## src/rtl/flash_cui_pkg.sv

```systemverilog
package flash_cui_pkg;
  localparam logic [7:0] CMD_WORD_WR  = 8'hFB;
  localparam logic [7:0] CMD_READ_ARR = 8'hFF;
  localparam logic [7:0] CMD_CLR_STAT = 8'h50;

  typedef enum logic [1:0] {
    SEQ_IDLE   = 2'd0,
    SEQ_FIRST  = 2'd1,
    SEQ_SECOND = 2'd2
  } seq_t;
endpackage

```

## src/rtl/cui_seq.sv

```systemverilog
module cui_seq
  import flash_cui_pkg::*;
#(
  parameter int AW = 5,
  localparam int WA_W = AW - 1
) (
  input  logic            clk,
  input  logic            rst_n,
  input  logic            wr_stb,
  input  logic [AW-1:0]   wr_addr,
  input  logic [7:0]      wr_data,
  input  logic            busy,
  output logic            start,
  output logic [WA_W-1:0] prog_addr,
  output logic [15:0]     prog_word,
  output logic            err,
  output logic            show_stat
);
  seq_t            state_q, state_n;
  logic [15:0]     data_q, data_n;
  logic [WA_W-1:0] word_q, word_n;
  logic            sel_q, sel_n;
  logic            err_q, err_n;
  logic            stat_q, stat_n;
  logic            start_n;
  logic            clr_cmd;

  assign clr_cmd = wr_stb && (state_q == SEQ_IDLE) && (wr_data == CMD_CLR_STAT);

  always_comb begin
    state_n = state_q;
    data_n  = data_q;
    word_n  = word_q;
    sel_n   = sel_q;
    err_n   = err_q;
    stat_n  = stat_q;
    start_n = 1'b0;
    if (wr_stb) begin
      case (state_q)
        SEQ_IDLE: begin
          if (wr_data == CMD_WORD_WR) begin
            stat_n = 1'b1;
            if (busy) err_n = 1'b1;
            else if (!err_q) state_n = SEQ_FIRST;
          end else if (wr_data == CMD_READ_ARR) begin
            stat_n = 1'b0;
          end else if (wr_data == CMD_CLR_STAT) begin
            err_n  = 1'b0;
            stat_n = 1'b1;
          end
        end
        SEQ_FIRST: begin
          word_n = wr_addr[AW-1:1];
          sel_n  = wr_addr[0];
          if (wr_addr[0]) data_n[15:8] = wr_data;
          else            data_n[7:0]  = wr_data;
          state_n = SEQ_SECOND;
        end
        SEQ_SECOND: begin
          state_n = SEQ_IDLE;
          if (wr_addr[AW-1:1] != word_q) begin
            err_n = 1'b1;
          end else begin
            start_n = 1'b1;
            if (sel_q) data_n[7:0]  = wr_data;
            else       data_n[15:8] = wr_data;
          end
        end
        default: state_n = SEQ_IDLE;
      endcase
    end
  end

  always_ff @(posedge clk or negedge rst_n) begin
    if (!rst_n) begin
      state_q <= SEQ_IDLE;
      data_q  <= '0;
      word_q  <= '0;
      sel_q   <= 1'b0;
      err_q   <= 1'b0;
      stat_q  <= 1'b0;
    end else begin
      state_q <= state_n;
      data_q  <= data_n;
      word_q  <= word_n;
      sel_q   <= sel_n;
      err_q   <= err_n;
      stat_q  <= stat_n;
    end
  end

  assign start     = start_n;
  assign prog_addr = word_q;
  assign prog_word = data_n;
  assign err       = err_q;
  assign show_stat = stat_q;

  // error bits survive every cycle that carries no clear command
  p_err_sticky_r8: assert property (@(posedge clk) disable iff (!rst_n)
    err_q && !clr_cmd |=> err_q);

  // a sequence can be open only while the engine is idle
  p_seq_not_busy_r6: assert property (@(posedge clk) disable iff (!rst_n)
    (state_q != SEQ_IDLE) |-> !busy);
endmodule

```

## src/rtl/prog_timer.sv

```systemverilog
module prog_timer #(
  parameter int PROG_CYC = 8,
  parameter int WA_W = 4,
  localparam int CW = $clog2(PROG_CYC + 1)
) (
  input  logic            clk,
  input  logic            rst_n,
  input  logic            start,
  input  logic [WA_W-1:0] addr,
  input  logic [15:0]     word,
  output logic            busy,
  output logic            wr_en,
  output logic [WA_W-1:0] wr_addr,
  output logic [15:0]     wr_word
);
  logic [CW-1:0]   cnt_q, cnt_n;
  logic [WA_W-1:0] addr_q, addr_n;
  logic [15:0]     word_q, word_n;

  always_comb begin
    cnt_n  = cnt_q;
    addr_n = addr_q;
    word_n = word_q;
    if (start) begin
      cnt_n  = CW'(PROG_CYC);
      addr_n = addr;
      word_n = word;
    end else if (cnt_q != '0) begin
      cnt_n = cnt_q - CW'(1);
    end
  end

  always_ff @(posedge clk or negedge rst_n) begin
    if (!rst_n) begin
      cnt_q  <= '0;
      addr_q <= '0;
      word_q <= '0;
    end else begin
      cnt_q  <= cnt_n;
      addr_q <= addr_n;
      word_q <= word_n;
    end
  end

  assign busy    = (cnt_q != '0);
  assign wr_en   = (cnt_q == CW'(1));
  assign wr_addr = addr_q;
  assign wr_word = word_q;

  // a running program counts down one step per cycle
  p_cnt_step_r5: assert property (@(posedge clk) disable iff (!rst_n)
    (cnt_q != '0) |=> (cnt_q == $past(cnt_q) - CW'(1)));

  // the sequencer never launches a program over a running one
  p_start_free_r6: assert property (@(posedge clk) disable iff (!rst_n)
    start |-> (cnt_q == '0));
endmodule

```

## src/rtl/word_array.sv

```systemverilog
module word_array #(
  parameter int WA_W = 4,
  localparam int DEPTH = 1 << WA_W
) (
  input  logic            clk,
  input  logic            rst_n,
  input  logic            wr_en,
  input  logic [WA_W-1:0] wr_addr,
  input  logic [15:0]     wr_word,
  input  logic [WA_W-1:0] rd_addr,
  output logic [15:0]     rd_word
);
  logic [15:0] words [DEPTH];

  for (genvar i = 0; i < DEPTH; i++) begin : g_word
    logic [15:0] cell_q;
    logic        hit;
    assign hit = wr_en && (wr_addr == WA_W'(i));
    always_ff @(posedge clk or negedge rst_n) begin
      if (!rst_n)   cell_q <= '0;
      else if (hit) cell_q <= wr_word;
    end
    assign words[i] = cell_q;
  end

  assign rd_word = words[rd_addr];
endmodule

```

## src/rtl/flash_wr_cui.sv

```systemverilog
module flash_wr_cui #(
  parameter int ADDR_W   = 5,
  parameter int PROG_CYC = 8,
  localparam int WA_W = ADDR_W - 1
) (
  input  logic              clk,
  input  logic              rst_n,
  input  logic              bus_we,
  input  logic [ADDR_W-1:0] bus_addr,
  input  logic [7:0]        bus_wdata,
  input  logic              ce_n,
  input  logic              oe_n,
  output logic [7:0]        rd_data
);
  logic [1:0]      rst_sync_q;
  logic            rst_i_n;
  logic            start, busy, err, show_stat, wr_en;
  logic [WA_W-1:0] prog_addr, wr_addr;
  logic [15:0]     prog_word, wr_word, rd_word;
  logic [7:0]      status;
  logic            rd_act, rd_act_q;
  logic [7:0]      snap_q, snap_n;

  always_ff @(posedge clk or negedge rst_n) begin
    if (!rst_n) rst_sync_q <= 2'b00;
    else        rst_sync_q <= {rst_sync_q[0], 1'b1};
  end
  assign rst_i_n = rst_sync_q[1];

  cui_seq #(.AW(ADDR_W)) seq_i (
    .clk(clk), .rst_n(rst_i_n), .wr_stb(bus_we), .wr_addr(bus_addr),
    .wr_data(bus_wdata), .busy(busy), .start(start), .prog_addr(prog_addr),
    .prog_word(prog_word), .err(err), .show_stat(show_stat)
  );

  prog_timer #(.PROG_CYC(PROG_CYC), .WA_W(WA_W)) tmr_i (
    .clk(clk), .rst_n(rst_i_n), .start(start), .addr(prog_addr),
    .word(prog_word), .busy(busy), .wr_en(wr_en), .wr_addr(wr_addr),
    .wr_word(wr_word)
  );

  word_array #(.WA_W(WA_W)) arr_i (
    .clk(clk), .rst_n(rst_i_n), .wr_en(wr_en), .wr_addr(wr_addr),
    .wr_word(wr_word), .rd_addr(bus_addr[ADDR_W-1:1]), .rd_word(rd_word)
  );

  assign status = {~busy, 1'b0, err, err, 4'b0000};
  assign rd_act = ~ce_n & ~oe_n;

  always_comb begin
    snap_n = snap_q;
    if (rd_act && !rd_act_q) snap_n = status;
  end

  always_ff @(posedge clk or negedge rst_i_n) begin
    if (!rst_i_n) begin
      rd_act_q <= 1'b0;
      snap_q   <= 8'h80;
    end else begin
      rd_act_q <= rd_act;
      snap_q   <= snap_n;
    end
  end

  assign rd_data = show_stat ? snap_q
                 : (bus_addr[0] ? rd_word[15:8] : rd_word[7:0]);

  // a held read keeps its captured status
  p_snap_hold_r10: assert property (@(posedge clk) disable iff (!rst_i_n)
    rd_act && rd_act_q |=> $stable(snap_q));
endmodule

```

## config.mk

```make
export PLATFORM = sky130hd
export DESIGN_NAME = flash_wr_cui
export DESIGN_NICKNAME = d
export VERILOG_FILES = /design/src/rtl/flash_cui_pkg.sv /design/src/rtl/cui_seq.sv /design/src/rtl/prog_timer.sv /design/src/rtl/word_array.sv /design/src/rtl/flash_wr_cui.sv
export SDC_FILE = /design/constraint.sdc
export NUM_CORES = 1
export LEC_CHECK = 0
export ABC_AREA = 1
export BUFFER_PORTS_ARGS = -buffer_cell sky130_fd_sc_hd__buf_4
export CAP_MARGIN = 30
export CORE_AREA = 8 8 158 175
export DETAILED_ROUTE_END_ITERATION = 6
export DIE_AREA = 0 0 166 183
export PLACE_DENSITY_LB_ADDON = 0.3
export SKIP_CTS_REPAIR_TIMING = 1
export SLEW_MARGIN = 20
export SYNTH_ARGS = -nofsm -noshare
export SYNTH_HDL_FRONTEND = slang
export SYNTH_SLANG_ARGS = --single-unit
```

## constraint.sdc

```tcl
create_clock -name clk -period 12 [get_ports clk]
set_input_delay 2.4 -clock clk [delete_from_list [all_inputs] [get_ports clk]]
set_output_delay 2.4 -clock clk [all_outputs]
set_load 0.05 [all_outputs]
```

==> results by group, run 1 <==
Status
  – Status: finished clean

Timing
  – Final Setup Violations: 0
  – Final Skew: 20.6 ps
  – Worst Tran Pin Value: 974 ps
  – Slew headroom: 35.1%
  – Slew Limit Fails: 0
  – Final hold viol count: 0
  – Final TNS setup: 0 ps
  – RSZ-0062 raised after global routing: false
  – Min Tclk post-route: 7700 ps
  – Final worst-path cycle share: 64.2%
  – WHS: 347 ps
  – Fmax: 0.130 GHz

Place
  – # port buffers: 25
  – Placer congestion estimate: 0.910
  – DP Wirelength: 23200 um

CTS
  – Clock Pin Slew Worst Setup and Hold Paths: 60 ps
  – Clock Root Buffer: clkbuf_16
  – Clock Latency Late Sink: 520 ps
  – CTS Buf Count: 34
  – H-tree levels: 2
  – CTS Buffer Depth: 3
  – CTS tree: done
  – CTS Sinks: 310

Floorplan
  – DIE HEIGHT: 183 um
  – Initial Utilization: 59.0%
  – Total core area: 0.0248 mm2
  – IO Pins: 26
  – Die footprint: 0.0304 mm2
  – Row count: 61
  – DIE WIDTH: 166 um

Global routing
  – Largest net degree at the start of global routing: 174
  – First-pass GRT wire length: 65800 um
  – Initial antenna violation count: 0
  – All-Layer GR Usage: 26.6%
  – Vias in the first global route: 12400
  – Final global-route overflow total: 0

Setup path
  – Crit Path Category: in2out
  – Worst Path Required: 9600 ps
  – CP Launch Type: input port
  – Arr. time, crit path: 5300 ps
  – CP endpoint kind: primary output
  – Crit Path Max Fanout: 85

Detailed routing
  – Vias: 12800
  – Drt first-iter violations: 1692
  – First-pass iteration count of the detailed router: 6
  – # DRC: 0
  – Routed Wire Length: 39800 um
  – Detail Route Antenna Nets: 0
  – Post-DR vias/cell: 5.95
  – WL/cell: 18.5 um

Yosys
  – Post-synth EDFFs: 0
  – Avg Inst Size Synth: 7.86 um2
  – Library cells used by synthesis: 35
  – Synth area leader: dfrtp_1
  – Top post-synthesis cells by count: 690 x nand2_1, 319 x o21ai_0, 309 x dfrtp_1
  – Seq/Total Area, Yosys: 53.1%
  – Predominant post-synthesis flop cell: dfrtp_1
  – Mapped cell area: 0.0146 mm2
  – Syn_nets: 1886
  – Area share of the largest cell type after synthesis: 52.9%
  – Top-count cell post-synth: nand2_1
  – Synth Warn #: 0
  – Asr flop ratio synth: 100%
  – Mapped Cells: 1861
  – Yosys reg bits: 310
  – Area contributors post-synth: dfrtp_1 53%, nand2_1 18%, o21ai_0 11%

Cells and area
  – Diodes inserted: 0
  – Nets@finish: 1835
  – Area Overhead vs Synth: 8.91%
  – Fillers: 2099
  – Share of cells above drive strength 1: 6.43%

Pwr
  – Leakage power: 0.00735 uW
  – Max rail drop VDD: 0.145 mV
  – P per Cell Area: 209 mW/mm2
  – Tot Pwr: 3340 uW

Run
  – Max-Cap Viols: 0

Worst hold path
  – Min-Delay Path Class: reg2reg
## cell families after synthesis
kind of cell | after synthesis | share of synthesized area, %
simple gates | 989 | 27.9
compound gates | 358 | 12.7
flops | 310 | 53.1
buf+inv | 193 | 5.50
fa+ha+maj | 7 | 0.599
xor+xnor | 2 | 0.120
other cells | 1 | 0.0256
mux | 1 | 0.0770
## routing by layer
layer | up-vias | global-route usage (%) | part of all wire [%]
met5 | - | 0 | 0
met3 | 109 | 4.49 | 8.4
li1 | 5977 | - | -
met1 | 6131 | 36.0 | 42
met4 | 0 | 10.2 | 3.2
met2 | 575 | 42.6 | 46
## cells in the final DEF (no fill, tap or decap), drive strengths merged, types with 4 or more instances in the layout
master | netlist | layout
a21boi | 9 | 9
a21oi | 9 | 9
a221oi | 9 | 9
buf | 46 | 46
clkbuf | 87 | 56
clkinv | 0 | 4
dfrtp | 309 | 309
ha | 7 | 7
inv | 60 | 60
nand2 | 691 | 691
nand3 | 213 | 213
nand4 | 10 | 10
nor2 | 55 | 55
nor3 | 13 | 13
o21ai | 324 | 324
o22ai | 5 | 5
or2 | 6 | 6
## worst max-delay path: stages
cell and delay (ps):
buf_4 400, clkinv_2 660, buf_4 650, nand2_1 190, nand3_1 100, nand3_1 130, nand2_1 70, nand2_1 60
nand3_1 80, nand3_1 170, nand2_1 110, buf_4 210
## stage by stage
stage / setup WS, ps / util, % / instance area (um2) / instances
global route: 4160 / 64.2 / 15900 / 2150
detailed placement: 4430 / 59.8 / 14800 / 2089
global placement: 4430 / 59.6 / 14800 / 2087
finish: 4300 / 64.2 / 15900 / 2150
floorplan: 2720 / - / 14600 / 1861
CTS: 4330 / 64.2 / 15900 / 2150
## layout make-up
class / count / area (um2) / share of cell area, %
flip-flops and latches: 310 / 7760 / 48.7
repair buffers: 46 / 390 / 2.45
clock buffers: 56 / 1050 / 6.58
multi-input cells: 1358 / 6070 / 38.1
clock inverters: 5 / 35.0 / 0.220
well taps: 315 / 394 / 2.47
inverters: 60 / 229 / 1.44
## report_power, final
group / switching (uW) / total, uW / internal [uW] / leakage [uW]
logic: 577 / 842 / 265 / 0.00263
clock network: 417 / 1010 / 598 / 0.000525
registers: 174 / 1480 / 1310 / 0.00419
## sequential cells by signal (all words and copies together), names as in the netlist, 2 cells and up
register,cells
arr_i.g_word.cell_q,256
rst_sync_q,2
seq_i.data_q,16
seq_i.prog_addr,4
seq_i.state_q,2
snap_q,2
tmr_i.cnt_q,4
tmr_i.wr_addr,4
tmr_i.wr_word,16
## worst paths after layout
path	start	endpoint	slack [ps]	cells past startpoint
max	bus_addr[1]	rd_data[7]	4300	12
min	rst_sync_q[0]$_DFF_PN0_	rst_sync_q[1]$_DFF_PN0_	350	0
max reg2reg	tmr_i.cnt_q[1]$_DFFE_PN0P_	arr_i.g_word[3].cell_q[10]$_DFFE_PN0P_	9300	8
min reg2reg	rst_sync_q[0]$_DFF_PN0_	rst_sync_q[1]$_DFF_PN0_	350	0
max in group asynchronous	rst_sync_q[1]$_DFF_PN0_	arr_i.g_word[11].cell_q[9]$_DFFE_PN0P_	10190	1
min in group asynchronous	rst_sync_q[1]$_DFF_PN0_	arr_i.g_word[3].cell_q[7]$_DFFE_PN0P_	390	0
Power figures use the tool's default switching activity.
==> inputs of run 2 (changes only) <==
--- a/config.mk
+++ b/config.mk
@@ -8,9 +8,9 @@
 export ABC_AREA = 1
 export BUFFER_PORTS_ARGS = -buffer_cell sky130_fd_sc_hd__buf_4
 export CAP_MARGIN = 30
-export CORE_AREA = 8 8 158 175
+export CORE_AREA = 8 8 162 179
 export DETAILED_ROUTE_END_ITERATION = 6
-export DIE_AREA = 0 0 166 183
+export DIE_AREA = 0 0 170 187
 export PLACE_DENSITY_LB_ADDON = 0.3
 export SKIP_CTS_REPAIR_TIMING = 1
 export SLEW_MARGIN = 20
==> constraint.sdc (replaced) <==
create_clock -name clk -period 6.9 [get_ports clk]
set_input_delay 1.38 -clock clk [delete_from_list [all_inputs] [get_ports clk]]
set_output_delay 1.38 -clock clk [all_outputs]
set_load 0.05 [all_outputs]
==> run 2 against run 1 <==
Via count down 1.8%. Sequential power up 74%. Core utilization down 2.1 points. Power up 77%. Clock skew down 5.0 ps.
==> results by group, run 2 (synthesis results as in run 1) <==
Status
  – Status: finished clean

Pwr
  – Max rail drop VDD: 0.244 mV
  – Leakage power: 0.00741 uW
  – P per Cell Area: 366 mW/mm2

Worst hold path
  – Min-Delay Path Class: reg2async

CTS
  – CTS Buf Count: 35
  – H-tree levels: 2
  – Clock Latency Late Sink: 520 ps
  – CTS Buffer Depth: 3
  – Clock Pin Slew Worst Setup and Hold Paths: 60 ps
  – CTS tree: done
  – CTS Sinks: 310
  – Clock Root Buffer: clkbuf_16

Timing
  – Min Tclk post-route: 5430 ps
  – Fmax: 0.184 GHz
  – RSZ-0062 raised after global routing: false
  – Final worst-path cycle share: 78.7%
  – Final TNS setup: 0 ps
  – Slew Limit Fails: 0
  – Final Setup Violations: 0
  – Slew headroom: 37.2%
  – Final Skew: 15.6 ps
  – Final hold viol count: 0
  – Setup ws final: 1470 ps
  – Worst Tran Pin Value: 941 ps

Setup path
  – CP endpoint kind: primary output
  – Worst r2r dst: arr_i.g_word[3].cell_q[0]$_DFFE_PN0P_
  – Worst R2R Start: tmr_i.cnt_q[1]$_DFFE_PN0P_
  – Worst reg2reg setup slack: 4270 ps
  – CP Launch Type: input port
  – Path depth of the worst reg2reg path: 8
  – Crit Path Category: in2out
  – Arr. time, crit path: 4050 ps
  – Worst Path Required: 5520 ps
  – Crit Path Max Fanout: 66

Cells and area
  – Area Overhead vs Synth: 9.99%
  – Fin area: 0.0161 mm2
  – Share of cells above drive strength 1: 6.64%
  – Nets@finish: 1839
  – Most flop-heavy register: arr_i.g_word.cell_q
  – Most frequent cells in the layout: 690 x nand2_1, 319 x o21ai_0, 308 x dfrtp_1
  – Largest register FFs: 256
  – Diodes inserted: 0
  – Most common cell after layout, fill and taps aside: nand2_1

Place
  – # port buffers: 25
  – Cell Area, Placed: 0.0149 mm2
  – DP Wirelength: 23100 um
  – Placer congestion estimate: 0.881
  – Pre-CTS worst setup slack: 1530 ps

Global routing
  – Largest net degree at the start of global routing: 156
  – Vias in the first global route: 12200
  – Initial antenna violation count: 0
  – All-Layer GR Usage: 25.1%
  – Final global-route overflow total: 0
  – First-pass GRT wire length: 64500 um

Floorplan
  – Total core area: 0.0259 mm2
  – Row count: 62
  – Initial Utilization: 56.4%
  – Die footprint: 0.0318 mm2
  – DIE WIDTH: 170 um
  – DIE HEIGHT: 187 um
  – IO Pins: 26

Detailed routing
  – Drt first-iter violations: 1274
  – First-pass iteration count of the detailed router: 6
  – Detail Route Antenna Nets: 0
  – Post-DR vias/cell: 5.74
  – WL/cell: 18.0 um
  – # DRC: 0
  – Routed Wire Length: 39500 um
  – Vias: 12600

Run
  – Max-Cap Viols: 0
[run 2: critical path, cell delays in order]
cell     delay [ps]
buf_4           620
inv_2           530
buf_4           420
nand3_1         150
nand3_1          80
nand2_1          90
nand2_1          50
nand3_1         120
nand3_1         120
nand2_1         200
buf_4           230
[run 2: per-stage QoR]
step,power [uW],hold WS (ps),util (%),cells
6_report,5890,328,62.1,2189
4_1_cts,5890,353,62.0,2188
5_1_grt,6240,381,62.1,2189
3_5_place_dp,4020,339,57.5,2128
3_3_place_gp,3960,336,57.4,2126
2_1_floorplan,3630,331,-,1861
[run 2: area by class of cell]
type / instances / area, um2
clock inverters: 6 / 86.3
repair buffers: 49 / 445
well taps: 352 / 440
flip-flops and latches: 310 / 7760
fillers: 2253 / 9830
inverters: 60 / 229
clock buffers: 54 / 1060
multi-input cells: 1358 / 6060
[run 2: report_power, final]
part	switching [uW]	internal (uW)	total, uW
clock	731	1130	1860
sequential	296	2270	2570
combinational	1000	460	1460
total	2030	3860	5890
[run 2: per-layer routing]
| metal | global-route usage, % | share of wire (%) | up-vias | wire length, um |
|---|---|---|---|---|
| met5 | 0 | 0 | - | 0 |
| met4 | 9.86 | 3.5 | 0 | 1390 |
| met3 | 3.99 | 7.5 | 94 | 2960 |
| met2 | 40.0 | 46 | 495 | 18300 |
| met1 | 34.0 | 43 | 5987 | 16800 |
| li1 | - | - | 5992 | - |
[run 2: how the worst max path moves through the flow]
stage / endpoint / cells past startpoint / from / slack (ps)
detailed placement: rd_data[5] / 11 / bus_addr[2] / 1530
global route: rd_data[5] / 12 / bus_addr[1] / 1300
CTS: rd_data[5] / 11 / bus_addr[2] / 1520
floorplan: arr_i.g_word[0].cell_q[0]$_DFFE_PN0P_ / 0 / rst_sync_q[1]$_DFF_PN0_ / 1830
global placement: rd_data[5] / 11 / bus_addr[2] / 1540
finish: rd_data[5] / 11 / bus_addr[2] / 1470
